==> src/rtl/i2c_bus_timer_pkg.sv <==
package i2c_bus_timer_pkg;

    typedef enum logic [1:0] {
        OP_BIT       = 2'd0,
        OP_HIGH_IVAL = 2'd1,
        OP_LOW_IVAL  = 2'd2,
        OP_RSVD      = 2'd3
    } tmg_op_e;

    typedef enum logic [2:0] {
        ST_IDLE    = 3'd0,
        ST_LOW     = 3'd1,
        ST_WAIT_HI = 3'd2,
        ST_HIGH    = 3'd3,
        ST_IVAL    = 3'd4
    } tmg_state_e;

endpackage

==> src/rtl/i2c_tmg_cfg.sv <==
module i2c_tmg_cfg #(
    parameter int PRESC_W = 4,
    parameter int PHASE_W = 8,
    parameter int DLY_W   = 4
) (
    input  logic               clk,
    input  logic               rst_n,
    input  logic               enable,
    input  logic               wr,
    input  logic [PRESC_W-1:0] wr_presc,
    input  logic [PHASE_W-1:0] wr_low,
    input  logic [PHASE_W-1:0] wr_high,
    input  logic [DLY_W-1:0]   wr_hold,
    input  logic [DLY_W-1:0]   wr_setup,
    output logic [PRESC_W-1:0] presc,
    output logic [PHASE_W-1:0] low,
    output logic [PHASE_W-1:0] high,
    output logic [DLY_W-1:0]   hold,
    output logic [DLY_W-1:0]   setup
);
    typedef struct packed {
        logic [PRESC_W-1:0] presc;
        logic [PHASE_W-1:0] low;
        logic [PHASE_W-1:0] high;
        logic [DLY_W-1:0]   hold;
        logic [DLY_W-1:0]   setup;
    } cfg_t;

    cfg_t cfg_d, cfg_q;

    always_comb begin
        cfg_d = cfg_q;
        if (wr && !enable) begin
            cfg_d.presc = wr_presc;
            cfg_d.low   = wr_low;
            cfg_d.high  = wr_high;
            cfg_d.hold  = wr_hold;
            cfg_d.setup = wr_setup;
        end
    end

    always_ff @(posedge clk or negedge rst_n) begin
        if (!rst_n) cfg_q <= '0;
        else        cfg_q <= cfg_d;
    end

    assign presc = cfg_q.presc;
    assign low   = cfg_q.low;
    assign high  = cfg_q.high;
    assign hold  = cfg_q.hold;
    assign setup = cfg_q.setup;

    // stored timing is frozen across any edge where the block is enabled
    p_cfg_frozen_r2: assert property (@(posedge clk) disable iff (!rst_n)
        enable |=> $stable(cfg_q));

endmodule

==> src/rtl/i2c_tmg_presc.sv <==
module i2c_tmg_presc #(
    parameter int PRESC_W = 4
) (
    input  logic               clk,
    input  logic               rst_n,
    input  logic               run,
    input  logic [PRESC_W-1:0] presc,
    output logic               tick
);
    typedef struct packed {
        logic [PRESC_W-1:0] cnt;
    } pre_t;

    pre_t p_d, p_q;

    always_comb begin
        p_d = p_q;
        if (!run || p_q.cnt == presc) p_d.cnt = '0;
        else                          p_d.cnt = p_q.cnt + PRESC_W'(1);
        tick = run && (p_q.cnt == presc);
    end

    always_ff @(posedge clk or negedge rst_n) begin
        if (!rst_n) p_q <= '0;
        else        p_q <= p_d;
    end

    // with a prescaler above zero two ticks are never adjacent
    p_tick_gap_r3: assert property (@(posedge clk) disable iff (!rst_n)
        (tick && presc != '0) |=> !tick);

    // the count never passes the programmed limit while running
    p_cnt_bound_r3: assert property (@(posedge clk) disable iff (!rst_n)
        run |-> (p_q.cnt <= presc));

endmodule

==> src/rtl/i2c_tmg_seq.sv <==
module i2c_tmg_seq
    import i2c_bus_timer_pkg::*;
#(
    parameter int PHASE_W = 8,
    parameter int DLY_W   = 4,
    parameter int CNT_W   = 9
) (
    input  logic               clk,
    input  logic               rst_n,
    input  logic               enable,
    input  logic               cmd_valid,
    input  logic [1:0]         cmd_op,
    input  logic               scl_in,
    input  logic               tick,
    input  logic [PHASE_W-1:0] low,
    input  logic [PHASE_W-1:0] high,
    input  logic [DLY_W-1:0]   hold,
    input  logic [DLY_W-1:0]   setup,
    output logic               run,
    output logic               cmd_ready,
    output logic               scl_fall_stb,
    output logic               sda_chg_stb,
    output logic               scl_rise_stb,
    output logic               done_stb
);
    typedef struct packed {
        tmg_state_e       st;
        logic [CNT_W-1:0] el;
        logic [CNT_W-1:0] tgt;
        logic             fall;
        logic             sda;
        logic             rise;
        logic             done;
    } seq_t;

    localparam seq_t SEQ_RST = '{st: ST_IDLE, el: '0, tgt: '0,
                                 fall: 1'b0, sda: 1'b0, rise: 1'b0, done: 1'b0};

    seq_t s_d, s_q;

    logic [CNT_W-1:0] low_len, high_len, data_len, rel_len, nxt_el;

    always_comb begin
        low_len  = CNT_W'(low) + CNT_W'(1);
        high_len = CNT_W'(high) + CNT_W'(1);
        data_len = CNT_W'(hold) + CNT_W'(setup) + CNT_W'(1);
        rel_len  = (low_len > data_len) ? low_len : data_len;
        nxt_el   = s_q.el + CNT_W'(1);
    end

    always_comb begin
        s_d      = s_q;
        s_d.fall = 1'b0;
        s_d.sda  = 1'b0;
        s_d.rise = 1'b0;
        s_d.done = 1'b0;
        if (!enable) begin
            s_d.st = ST_IDLE;
            s_d.el = '0;
        end else begin
            case (s_q.st)
                ST_IDLE: begin
                    if (cmd_valid) begin
                        case (cmd_op)
                            OP_BIT: begin
                                s_d.st   = ST_LOW;
                                s_d.el   = '0;
                                s_d.fall = 1'b1;
                                s_d.sda  = (hold == '0);
                            end
                            OP_HIGH_IVAL: begin
                                s_d.st  = ST_IVAL;
                                s_d.el  = '0;
                                s_d.tgt = high_len;
                            end
                            OP_LOW_IVAL: begin
                                s_d.st  = ST_IVAL;
                                s_d.el  = '0;
                                s_d.tgt = low_len;
                            end
                            default: ;
                        endcase
                    end
                end
                ST_LOW: begin
                    if (tick) begin
                        s_d.el = nxt_el;
                        if (hold != '0 && nxt_el == CNT_W'(hold)) s_d.sda = 1'b1;
                        if (nxt_el == rel_len) begin
                            s_d.rise = 1'b1;
                            s_d.st   = ST_WAIT_HI;
                            s_d.el   = '0;
                        end
                    end
                end
                ST_WAIT_HI: begin
                    if (scl_in) begin
                        s_d.st = ST_HIGH;
                        s_d.el = '0;
                    end
                end
                ST_HIGH: begin
                    if (tick) begin
                        s_d.el = nxt_el;
                        if (nxt_el == high_len) begin
                            s_d.done = 1'b1;
                            s_d.st   = ST_IDLE;
                        end
                    end
                end
                ST_IVAL: begin
                    if (tick) begin
                        s_d.el = nxt_el;
                        if (nxt_el == s_q.tgt) begin
                            s_d.done = 1'b1;
                            s_d.st   = ST_IDLE;
                        end
                    end
                end
                default: s_d.st = ST_IDLE;
            endcase
        end
    end

    always_ff @(posedge clk or negedge rst_n) begin
        if (!rst_n) s_q <= SEQ_RST;
        else        s_q <= s_d;
    end

    assign run          = (s_q.st == ST_LOW) || (s_q.st == ST_HIGH) || (s_q.st == ST_IVAL);
    assign cmd_ready    = enable && (s_q.st == ST_IDLE);
    assign scl_fall_stb = s_q.fall;
    assign sda_chg_stb  = s_q.sda;
    assign scl_rise_stb = s_q.rise;
    assign done_stb     = s_q.done;

    // fall, rise and done strobes are mutually exclusive
    p_strobe_excl_r11: assert property (@(posedge clk) disable iff (!rst_n)
        $onehot0({scl_fall_stb, scl_rise_stb, done_stb}));

    // a fall strobe lasts a single cycle
    p_fall_single_r11: assert property (@(posedge clk) disable iff (!rst_n)
        scl_fall_stb |=> !scl_fall_stb);

    // a stretched (low) SCL keeps the high phase from starting
    p_stretch_wait_r6: assert property (@(posedge clk) disable iff (!rst_n)
        (s_q.st == ST_WAIT_HI && !scl_in && enable) |=> (s_q.st == ST_WAIT_HI));

    // a disabled edge silences every strobe in the next cycle
    p_disable_quiet_r10: assert property (@(posedge clk) disable iff (!rst_n)
        !enable |=> !(scl_fall_stb || sda_chg_stb || scl_rise_stb || done_stb));

    // an accepted bit request produces the fall strobe next cycle
    p_accept_fall_r9: assert property (@(posedge clk) disable iff (!rst_n)
        (cmd_ready && cmd_valid && cmd_op == OP_BIT) |=> scl_fall_stb);

    // nothing is started while not ready
    p_busy_no_start_r9: assert property (@(posedge clk) disable iff (!rst_n)
        !cmd_ready |=> !scl_fall_stb);

endmodule

==> src/rtl/i2c_bus_timer.sv <==
module i2c_bus_timer #(
    parameter int PRESC_W = 4,
    parameter int PHASE_W = 8,
    parameter int DLY_W   = 4
) (
    input  logic               clk,
    input  logic               rst_n,
    input  logic               enable,
    input  logic               cfg_we,
    input  logic [PRESC_W-1:0] cfg_presc,
    input  logic [PHASE_W-1:0] cfg_low,
    input  logic [PHASE_W-1:0] cfg_high,
    input  logic [DLY_W-1:0]   cfg_hold,
    input  logic [DLY_W-1:0]   cfg_setup,
    input  logic               scl_in,
    input  logic               cmd_valid,
    input  logic [1:0]         cmd_op,
    output logic               cmd_ready,
    output logic               scl_fall_stb,
    output logic               sda_chg_stb,
    output logic               scl_rise_stb,
    output logic               done_stb
);
    localparam int SPAN_W = (PHASE_W > DLY_W + 1) ? PHASE_W : DLY_W + 1;
    localparam int CNT_W  = SPAN_W + 1;

    logic [PRESC_W-1:0] presc_q;
    logic [PHASE_W-1:0] low_q, high_q;
    logic [DLY_W-1:0]   hold_q, setup_q;
    logic               run, tick;

    i2c_tmg_cfg #(
        .PRESC_W (PRESC_W),
        .PHASE_W (PHASE_W),
        .DLY_W   (DLY_W)
    ) u_cfg (
        .clk      (clk),
        .rst_n    (rst_n),
        .enable   (enable),
        .wr       (cfg_we),
        .wr_presc (cfg_presc),
        .wr_low   (cfg_low),
        .wr_high  (cfg_high),
        .wr_hold  (cfg_hold),
        .wr_setup (cfg_setup),
        .presc    (presc_q),
        .low      (low_q),
        .high     (high_q),
        .hold     (hold_q),
        .setup    (setup_q)
    );

    i2c_tmg_presc #(
        .PRESC_W (PRESC_W)
    ) u_presc (
        .clk   (clk),
        .rst_n (rst_n),
        .run   (run),
        .presc (presc_q),
        .tick  (tick)
    );

    i2c_tmg_seq #(
        .PHASE_W (PHASE_W),
        .DLY_W   (DLY_W),
        .CNT_W   (CNT_W)
    ) u_seq (
        .clk          (clk),
        .rst_n        (rst_n),
        .enable       (enable),
        .cmd_valid    (cmd_valid),
        .cmd_op       (cmd_op),
        .scl_in       (scl_in),
        .tick         (tick),
        .low          (low_q),
        .high         (high_q),
        .hold         (hold_q),
        .setup        (setup_q),
        .run          (run),
        .cmd_ready    (cmd_ready),
        .scl_fall_stb (scl_fall_stb),
        .sda_chg_stb  (sda_chg_stb),
        .scl_rise_stb (scl_rise_stb),
        .done_stb     (done_stb)
    );

endmodule

==> config.mk <==
export PLATFORM = sky130hd
export DESIGN_NAME = i2c_bus_timer
export DESIGN_NICKNAME = d
export VERILOG_FILES = /design/src/rtl/i2c_bus_timer_pkg.sv /design/src/rtl/i2c_tmg_cfg.sv /design/src/rtl/i2c_tmg_presc.sv /design/src/rtl/i2c_tmg_seq.sv /design/src/rtl/i2c_bus_timer.sv
export SDC_FILE = /design/constraint.sdc
export NUM_CORES = 1
export LEC_CHECK = 0
export ABC_CLOCK_PERIOD_IN_PS = 4750
export CAP_MARGIN = 20
export CORE_MARGIN = 3
export CORE_UTILIZATION = 45
export DETAILED_ROUTE_END_ITERATION = 12
export GPL_TIMING_DRIVEN = 0
export PLACE_DENSITY_LB_ADDON = 0.25
export RECOVER_POWER = 100
export SYNTH_ARGS = -nofsm -noshare
export SYNTH_HDL_FRONTEND = slang
export SYNTH_HIERARCHICAL = 1
export SYNTH_SLANG_ARGS = --single-unit
==> constraint.sdc <==
create_clock -name clk -period 4.75 [get_ports clk]
set_input_delay 0.95 -clock clk [delete_from_list [all_inputs] [get_ports clk]]
set_output_delay 0.95 -clock clk [all_outputs]
set_load 0.02 [all_outputs]
# Word-level counts from Yosys, hierarchy flattened
# Cells that the tools add are included.
[totals]
n_memories = 0
romBits = 0
ram_bits = 0
elab_cells = 87
inputBits = 36
reg_bits = 57
out_inout_bits = 5
latchBits = 0
[classes]
n_bitwise = 0
magnitude_cmp = 1
n_mul = 0
eq_ne = 21
addsub = 6
n_shift = 0
n_div = 0
muxes = 28
reduce_logical = 18
[ops]
columns = ["cell", "n"]
rows = [
  ["$mux 12", 6],
  ["$pmux 9 s5", 1],
  ["$eq 9x9->1", 3],
  ["$pmux 12 s2", 1],
  ["$mux 23", 1],
  ["$add 8x1->9 const B", 2],
  ["$add 9x1->9 const B", 2],
  ["$pmux 9 s2", 1],
  ["$ne 3x3->1 const B", 5],
  ["$pmux 3 s5", 1],
  ["$eq 9x4->1", 1],
  ["$gt 9x9->1", 1],
  ["$mux 9", 1],
  ["$ne 3x2->1 const B", 3],
  ["$reduce_and 9->1", 1],
  ["$mux 1", 8],
  ["$mux 4", 2],
  ["$reduce_and 7->1", 1],
  ["$eq 3x2->1 const B", 2],
  ["$mux 3", 2],
  ["$ne 6x1->1 const B", 1],
  ["$add 4x4->5", 1],
  ["$add 4x1->4 const B", 1],
  ["$eq 4x4->1", 1],
  ["17 further kinds", 25],
]

# Logic depth before layout (Yosys ltp)
# Gate-level depths: netlist of run 1.
[depth]
word_depth = 9
ltp_mapped = 17
mapped_depth_nobuf = 16

# Hierarchy
# Netlist of run 1, hierarchy kept.
[modules_own_cells]
columns = ["mod", "instances", "area_each_um2", "seq_area_each_um2", "cells_per_inst"]
rows = [
  ["i2c_tmg_seq", 1, 2607.5, 625.6, 313],
  ["i2c_tmg_cfg", 1, 1164.9, 700.7, 60],
  ["i2c_tmg_presc", 1, 221.5, 100.1, 19],
]

# Least setup slack after synthesis of run 1
# OpenSTA, ideal clock, no wires.
[synth_path]
path_type = "reg-to-reg"
from = "register u_cfg.cfg_q (netlist bit u_cfg/hold[0])"
to = "register u_seq/s_q[22] (netlist name)"
n_path_buf = 0
synth_period_minus_slack_ns = 3.413
arrival_ns = 3.295
required_time_ns = 4.632
setup_time_ns = 0.118
slack_ns = 1.337
stages_incl_launch_ff = 17
path_cell_list = "dfrtp_1 > inv_1 > ha_1 > fa_1 > nor2b_1 > o21a_1 > or2_2 > inv_1 > ha_1 > or2_2 > o221a_2 > nor3_2 > mux2i_1 > nand3b_1 > nor4_1 > o21bai_1 > a21o_1"
[synth_between]
elab_chain_len = 7
[synth_lines]
columns = ["item", "line", "source"]
rows = [
  ["from (decl)", "i2c_tmg_cfg.sv:29", "cfg_t cfg_d, cfg_q;"],
  ["from (signal assigned)", "i2c_tmg_cfg.sv:44", "else cfg_q <= cfg_d;"],
  ["$add 4x4->5 *", "i2c_tmg_seq.sv:46", "data_len = CNT_W'(hold) + CNT_W'(setup) + CNT_W'(1);"],
  ["$add 9x1->9 *", "i2c_tmg_seq.sv:46", ""],
  ["$gt 9x9->1", "i2c_tmg_seq.sv:47", "rel_len = (low_len > data_len) ? low_len : data_len;"],
  ["$mux 9 *", "i2c_tmg_seq.sv:47", ""],
  ["$eq 9x9->1 *", "i2c_tmg_seq.sv:89", "if (nxt_el == rel_len) begin"],
  ["$ne 3x2->1 (no line) *", "n/a", ""],
  ["$reduce_and 9->1 (no line) *", "n/a", ""],
  ["to (signal assigned)", "i2c_tmg_seq.sv:126", "if (!rst_n) s_q <= SEQ_RST;"],
  ["to (signal assigned)", "i2c_tmg_seq.sv:127", "else s_q <= s_d;"],
  ["to (decl)", "i2c_tmg_seq.sv:39", "seq_t s_d, s_q;"],
]
# Mark *: on every way between the ends. The rest lies on a longest branch, timed or not.
# A chain may end at the register's enable or synchronous reset.

# Worst setup path in the final report of run 1
# Ends and elaborated chain as after synthesis.

==> impl_metrics.yaml, run 1 <==
yosys:
  synth.distinct_cells: 68
  synth_compound_area_share_pct: 11.78
  synth_top_family_by_area: "simple AND/OR/NAND/NOR gates"
  synth_edf_count: 0
  synth_fp_nets: 444
  yosysTopAreaCell: "dfrtp_1"
  synth_top_area_share_pct: 35.71
  yosys_warnings: 6
  synthArstFlopShare_pct: 100.0
  ys.flop_type: "dfrtp_1"
  synth_top_cells_by_area: "dfrtp_1, mux2_4, xnor2_1"
  synth_xor_area_share_pct: 13.03
  synth-seq-cells: 57
  synth_mux_area_share_pct: 11.37
  ys_seq_area_share_pct: 35.71
  synthSimpleGateAreaFrac_pct: 18.89
  postSynthCellCount: 392
  synth_fa_ha_area_share_pct: 5.201
  netlist_area_um2: 3994
  synth_area_per_cell_um2: 10.19
sta:
  rsz0062_at_grt: "no"
  slew_headroom_pct: -25.93
  finalCriticalPeriod_ns: 4.273
  clock.fmax_ghz: 0.2340
  finalSetupTns_ns: 0
  finalCritPeriodShare_pct: 89.95
  slew_viol_final: 35
  clock_skew_ns: 0.008358
  finalSetupViolCount: 0
  worst_slew_pin_slew_ns: 1.889
  finalHoldViolCount: 0
detailed_routing:
  vias_per_cell: 5.691
  routedWlPerCell_um: 16.69
  via_count: 3153
  routed_wl_um: 9246
  first_iter_violations: 203
  drc: 0
  firstDrtPassIters: 4
  ant_nets: 0
cts:
  ctsRootBufferMaster: "clkbuf_8"
  clock-sinks: 57
  clkTransAtPathRegs_ns: 0.07
  cts.path.max_buffers: 2
  postCtsResizedCells: 0
  htree_num_levels: 3
  post_cts_buffers: 0
  ctsHoldBuffers: 0
  cts_buffers: 9
  tritoncts: "yes"
  worstSkewPairLatency_ns: 0.35
floorplanning:
  initial_utilization_pct: 47.42
  ios: 41
  die_area_um2: 10040
  rows: 33
  fp.dieW_um: 100.2
  die_y_um: 100.2
  core_um2: 8423
critical_path:
  end_kind: "flop"
  path_class: "reg -> reg"
  cp.arrival_ns: 4.52
  startpoint_type: "flop"
  crit_fanout: 4
  cp.required_ns: 5.00
power:
  p_per_area_nw_per_um2: 358.2
  vdd_drop_max_mv: 0.1587
  total_power_mw: 1.632
  p_leak_nw: 1.949
global_route:
  grt_pass1_vias: 3157
  grt-ovfl-total: 0
  gr-usage-met3_pct: 4.378
  grt_start_max_net_pins: 35
  grt.busiest_layer: "met2"
  use_met2_pct: 31.35
  antenna_found_initial: 0
  grt_pass1_wl_um: 15780
  track_usage_pct: 20.18
  use_met1_pct: 27.18
hold_path:
  min_path_type: "reg -> reg"
placed_design:
  globalplace.congestion: 0.9099
  dp_hpwl_um: 7005
  io_buffers: 40
layout:
  drive_above_1_share_pct: 10.91
  nets: 496
  multiInputGateArea_um2: 2318
  fillCellCount: 803
  regArea_um2: 1426
  area_growth_pct: 14.10
  diodes: 0
status:
  violations: "capacitance limit, slew limit"
  run_status: "finished, violations left"
job:
  drv_cap: 1
## per-layer routing
layer,up-vias,share of wire [%]
met5,-,0
met3,23,4.5
li1,1498,-
met1,1542,47
met2,90,46
met4,0,3.0
## final timing paths
kind                                      from        endpoint  slack [ns]  cells past startpoint
max in group asynchronous                rst_n   u_cfg/high[3]        1.71                      2
min in group asynchronous                rst_n   u_seq/s_q[18]        1.11                      1
worst max register to register   u_cfg/hold[0]   u_seq/s_q[22]        0.48                     16
worst min-delay path            u_cfg/setup[0]  u_cfg/setup[0]        0.49                      1
worst min register to register  u_cfg/setup[0]  u_cfg/setup[0]        0.49                      1
worst max-delay path             u_cfg/hold[0]   u_seq/s_q[22]        0.48                     16
## cells by family (layout without fill, tap and decap cells)
logic type | count (synthesis) | in the layout
AND/OR/NAND/NOR | 135 | 135
XOR/XNOR | 52 | 52
AO/OA/AOI/OAI | 71 | 71
flip-flops | 57 | 57
adder cells (fa/ha/maj) | 16 | 16
multiplexers | 34 | 34
buffers and inverters | 27 | 84
## cell usage after synthesis (4+ instances only)
| cell | n |
|---|---|
| xor2_1 | 20 |
| a21o_1 | 4 |
| and3_1 | 9 |
| dfrtp_1 | 57 |
| mux2_2 | 11 |
| nand2b_1 | 4 |
| mux2_4 | 20 |
| o21ai_1 | 6 |
| nand4_1 | 5 |
| a21oi_1 | 14 |
| and2_1 | 5 |
| clkbuf_1 | 6 |
| nor3_1 | 6 |
| o21bai_1 | 4 |
| ha_1 | 15 |
| inv_1 | 15 |
| nand3_1 | 13 |
| o21ai_0 | 19 |
| nor4_1 | 6 |
| nor2_1 | 18 |
| xnor2_1 | 26 |
| nand2_1 | 37 |
## stage by stage
| stage | cells | hold slack, ns | worst slack (ns) | cell area, um2 | utilization (%) |
|---|---|---|---|---|---|
| after global routing | 554 | 0.5272 | 0.2083 | 4557 | 54.10 |
| after floorplan | 392 | 0.4689 | 1.337 | 3994 | - |
| after CTS | 554 | 0.5071 | 0.6864 | 4720 | 56.03 |
| after global placement | 537 | 0.4848 | 0.8079 | 4526 | 53.73 |
| after detailed placement | 538 | 0.4917 | 0.7299 | 4548 | 54.00 |
| final | 554 | 0.4916 | 0.4774 | 4557 | 54.10 |
## cells in the final DEF (no fill, tap or decap), types with 3 or more instances in the layout
cell,Yosys,routed
o21ai_0,19,23
o211ai_1,3,3
ha_1,15,15
nand4_1,5,5
nor3_1,6,7
or3_1,3,3
o21bai_1,4,4
nor2_1,18,18
o21ai_1,6,3
clkbuf_8,0,9
mux2i_1,3,3
nor4_1,6,6
xnor2_1,26,26
a32oi_1,3,3
xor2_1,20,20
nand2_1,37,37
nand2b_1,4,4
or2_2,3,3
nor3b_1,3,4
nand3_1,13,13
and3_1,9,9
inv_1,15,15
clkdlybuf4s50_1,0,33
a21o_1,4,4
a21oi_1,14,14
mux2_2,11,11
dfrtp_1,57,57
and2_1,5,5
mux2_1,0,18
clkbuf_1,6,11
dlygate4sd3_1,0,6
clkinv_2,0,3
## power breakdown
| part | total (mW) | leakage (nW) | switching (mW) | internal (mW) |
|---|---|---|---|---|
| clock network | 0.400 | 0.0850 | 0.213 | 0.187 |
| logic | 0.593 | 1.15 | 0.309 | 0.284 |
| registers | 0.640 | 0.719 | 0.0775 | 0.562 |
| total | 1.63 | 1.95 | 0.599 | 1.03 |
## final cells by class
| class | count | share of cell area [%] |
|---|---|---|
| multi-input cells | 308 | 50.88 |
| flip-flops and latches | 57 | 31.30 |
| repair buffers | 41 | 8.731 |
| well taps | 105 | 2.883 |
| clock buffers | 9 | 2.718 |
| inverters | 15 | 1.236 |
| plain buffers | 12 | 1.208 |
| clock inverters | 7 | 1.043 |
## state kept, by name, indices dropped and copies added, names as in the netlist
signal,count
u_seq/sda_chg_stb,1
u_presc/p_q,4
u_cfg/hold,4
u_cfg/low,8
u_seq/s_q,21
u_cfg/setup,4
u_cfg/high,8
u_cfg/presc,4
u_seq/done_stb,1
u_seq/scl_fall_stb,1
u_seq/scl_rise_stb,1
## critical path, stage by stage, from the launching register on
cell      delay, ns
dfrtp_1        0.45
inv_1          0.07
ha_1           0.22
fa_1           0.41
nor2b_1        0.13
o21a_1         0.17
or2_2          0.12
inv_1          0.03
ha_1           0.19
or2_2          0.29
o221a_2        0.27
nor3_1         0.50
mux2i_1        0.35
nand3b_1       0.13
nor4_1         0.50
o21bai_1       0.13
a21o_1         0.19
(Power assumes the default switching activity.)
==> run 2: changes to the inputs <==
--- a/config.mk
+++ b/config.mk
@@ -10,7 +10,6 @@
 export CORE_MARGIN = 3
 export CORE_UTILIZATION = 45
 export DETAILED_ROUTE_END_ITERATION = 12
-export GPL_TIMING_DRIVEN = 0
 export PLACE_DENSITY_LB_ADDON = 0.25
 export RECOVER_POWER = 100
 export SYNTH_ARGS = -nofsm -noshare
==> run 2 against run 1 <==
  * The flow still finishes with violations (capacitance limit, slew limit)
  * Maximum frequency grew 3.4%
  * Worst setup slack gained 0.14 ns
  * Clock power up 40%
==> impl_metrics.yaml, run 2 (synthesis results as in run 1) <==
status:
  run_status: "finished, violations left"
  violations: "capacitance limit, slew limit"
placed_design:
  io_buffers: 40
  dp_hpwl_um: 6674
  globalplace.congestion: 0.9226
sta:
  finalSetupViolCount: 0
  rsz0062_at_grt: "no"
  worst_slew_pin_slew_ns: 3.049
  slew_headroom_pct: -103.3
  clock_skew_ns: 0.009814
  finalCriticalPeriod_ns: 4.131
  slew_viol_final: 87
  finalHoldViolCount: 0
  finalSetupTns_ns: 0
  finalCritPeriodShare_pct: 86.97
  clock.fmax_ghz: 0.2421
cts:
  cts.path.max_buffers: 2
  postCtsResizedCells: 0
  clkTransAtPathRegs_ns: 0.08
  ctsRootBufferMaster: "clkbuf_8"
  worstSkewPairLatency_ns: 0.34
  cts_buffers: 9
  ctsHoldBuffers: 0
  tritoncts: "yes"
  htree_num_levels: 3
  clock-sinks: 57
  post_cts_buffers: 0
power:
  p_per_area_nw_per_um2: 390.0
  power_frac_comb_pct: 32.3
  p_leak_nw: 1.960
  vdd_drop_max_mv: 0.1929
  clkPwrFrac_pct: 31.4
  power.internal_mw: 1.197
  power.switching_mw: 0.5884
  seqPwrFrac_pct: 36.3
  swShare_pct: 32.96
detailed_routing:
  vias_per_cell: 5.645
  first_iter_violations: 196
  via_count: 3065
  routedWlPerCell_um: 16.39
  firstDrtPassIters: 4
  ant_nets: 0
  drc: 0
  routed_wl_um: 8902
layout:
  final_cell_mix: "dfrtp_1, nand2_1, clkdlybuf4s50_1"
  regMostFlops: "u_seq/s_q"
  area_growth_pct: 14.63
  nets: 485
  final_common_cell: "dfrtp_1"
  drive_above_1_share_pct: 13.93
  multiInputGateArea_um2: 2315
  fillCellCount: 782
  largest_reg_flops: 21
  final_util_pct: 54.35
  diodes: 0
  regArea_um2: 1426
critical_path:
  crit-reg2reg-launch: "u_cfg/hold[0]"
  path_class: "reg -> reg"
  cp.required_ns: 4.99
  reg2reg_slack_ns: 0.62
  critPathMaxStageDelay_ns: 0.52
  slowest_stage: "nor3_1"
  end_kind: "flop"
  startpoint_type: "flop"
  cp_cell_sequence: "inv_1 > ha_1 > fa_1 > nor2b_1 > o21a_1 > or2_2 > inv_1 > ha_1 > or2_2 > o221a_2 > nor3_1 > mux2i_1 > nand3b_1 > nor4_1 > o21bai_1 > a21o_1"
  r2r_end: "u_seq/s_q[22]"
  cp.arrival_ns: 4.37
  reg2reg_depth: 16
  crit_fanout: 4
hold_path:
  worstHoldEndpoint: "u_cfg/setup[0]"
  min_path_type: "reg -> reg"
  min_from: "u_cfg/setup[0]"
  min_path_cells: 1
floorplanning:
  fp.dieW_um: 100.2
  die_area_um2: 10040
  initial_utilization_pct: 47.42
  ios: 41
  core_um2: 8423
  die_y_um: 100.2
  rows: 33
global_route:
  grt-ovfl-total: 0
  track_usage_pct: 18.89
  grt_pass1_vias: 2958
  antenna_found_initial: 0
  grt_pass1_wl_um: 14900
  grt_start_max_net_pins: 58
job:
  drv_cap: 2
## run 2: cell types whose count changed in the layout (fill, tap and decap cells not counted), sizes merged
cell,previous run,this run
clkbuf,20,10
buf,3,2
clkinv,5,2
bufinv,0,3
## run 2: metrics by stage
step	setup WS (ns)	hold WS [ns]	area, um2	std cells	power (mW)
detailed placement	0.8938	0.4915	4432	527	1.254
CTS	0.8823	0.5068	4674	543	1.818
global placement	1.081	0.4832	4432	527	1.235
finish	0.6187	0.4894	4578	543	1.786
global route	0.4763	0.5240	4578	543	1.898
floorplan	1.337	0.4689	3994	392	1.097
## run 2: cell type report
type,instances,share of cell area [%]
clock inverter,7,2.596
tap,105,2.870
timing repair buffer,42,8.882
clock buffer,9,2.706
inverter,15,1.230
multi-input combinational,308,50.56
sequential,57,31.16
## run 2: worst max path at each step
stage                   from            end  depth (start not counted)
2_1_floorplan  u_cfg/hold[0]  u_seq/s_q[22]                         16
3_3_place_gp   u_cfg/hold[0]  u_seq/s_q[22]                         16
3_5_place_dp   u_cfg/hold[0]  u_seq/s_q[22]                         16
4_1_cts        u_cfg/hold[0]  u_seq/s_q[22]                         16
5_1_grt        u_cfg/hold[0]  u_seq/s_q[22]                         16
6_report       u_cfg/hold[0]  u_seq/s_q[22]                         16
## run 2: power by group through the flow
stage | Sequential, mW | Clock, mW | Combinational (mW)
3_5_place_dp | 0.660 | 0 | 0.594
3_3_place_gp | 0.656 | 0 | 0.579
4_1_cts | 0.651 | 0.570 | 0.597
5_1_grt | 0.662 | 0.596 | 0.640
2_1_floorplan | 0.628 | 0 | 0.469
6_report | 0.649 | 0.560 | 0.577
## run 2: worst max-delay path: cells and delay by family (launching register included)
family	cells	cell delay [ns]
buf+inv	2	0.09
mux	1	0.32
simple gates	6	1.67
flops	1	0.42
fa+ha+maj	3	0.82
compound gates	4	0.70
## run 2: metal layers
metal | vias up | wire length, um | global-route usage [%]
met4 | 0 | 156 | 8.187
met3 | 14 | 427 | 3.683
met2 | 82 | 4121 | 28.90
met1 | 1488 | 4197 | 26.06
met5 | - | 0 | 0
li1 | 1481 | - | -
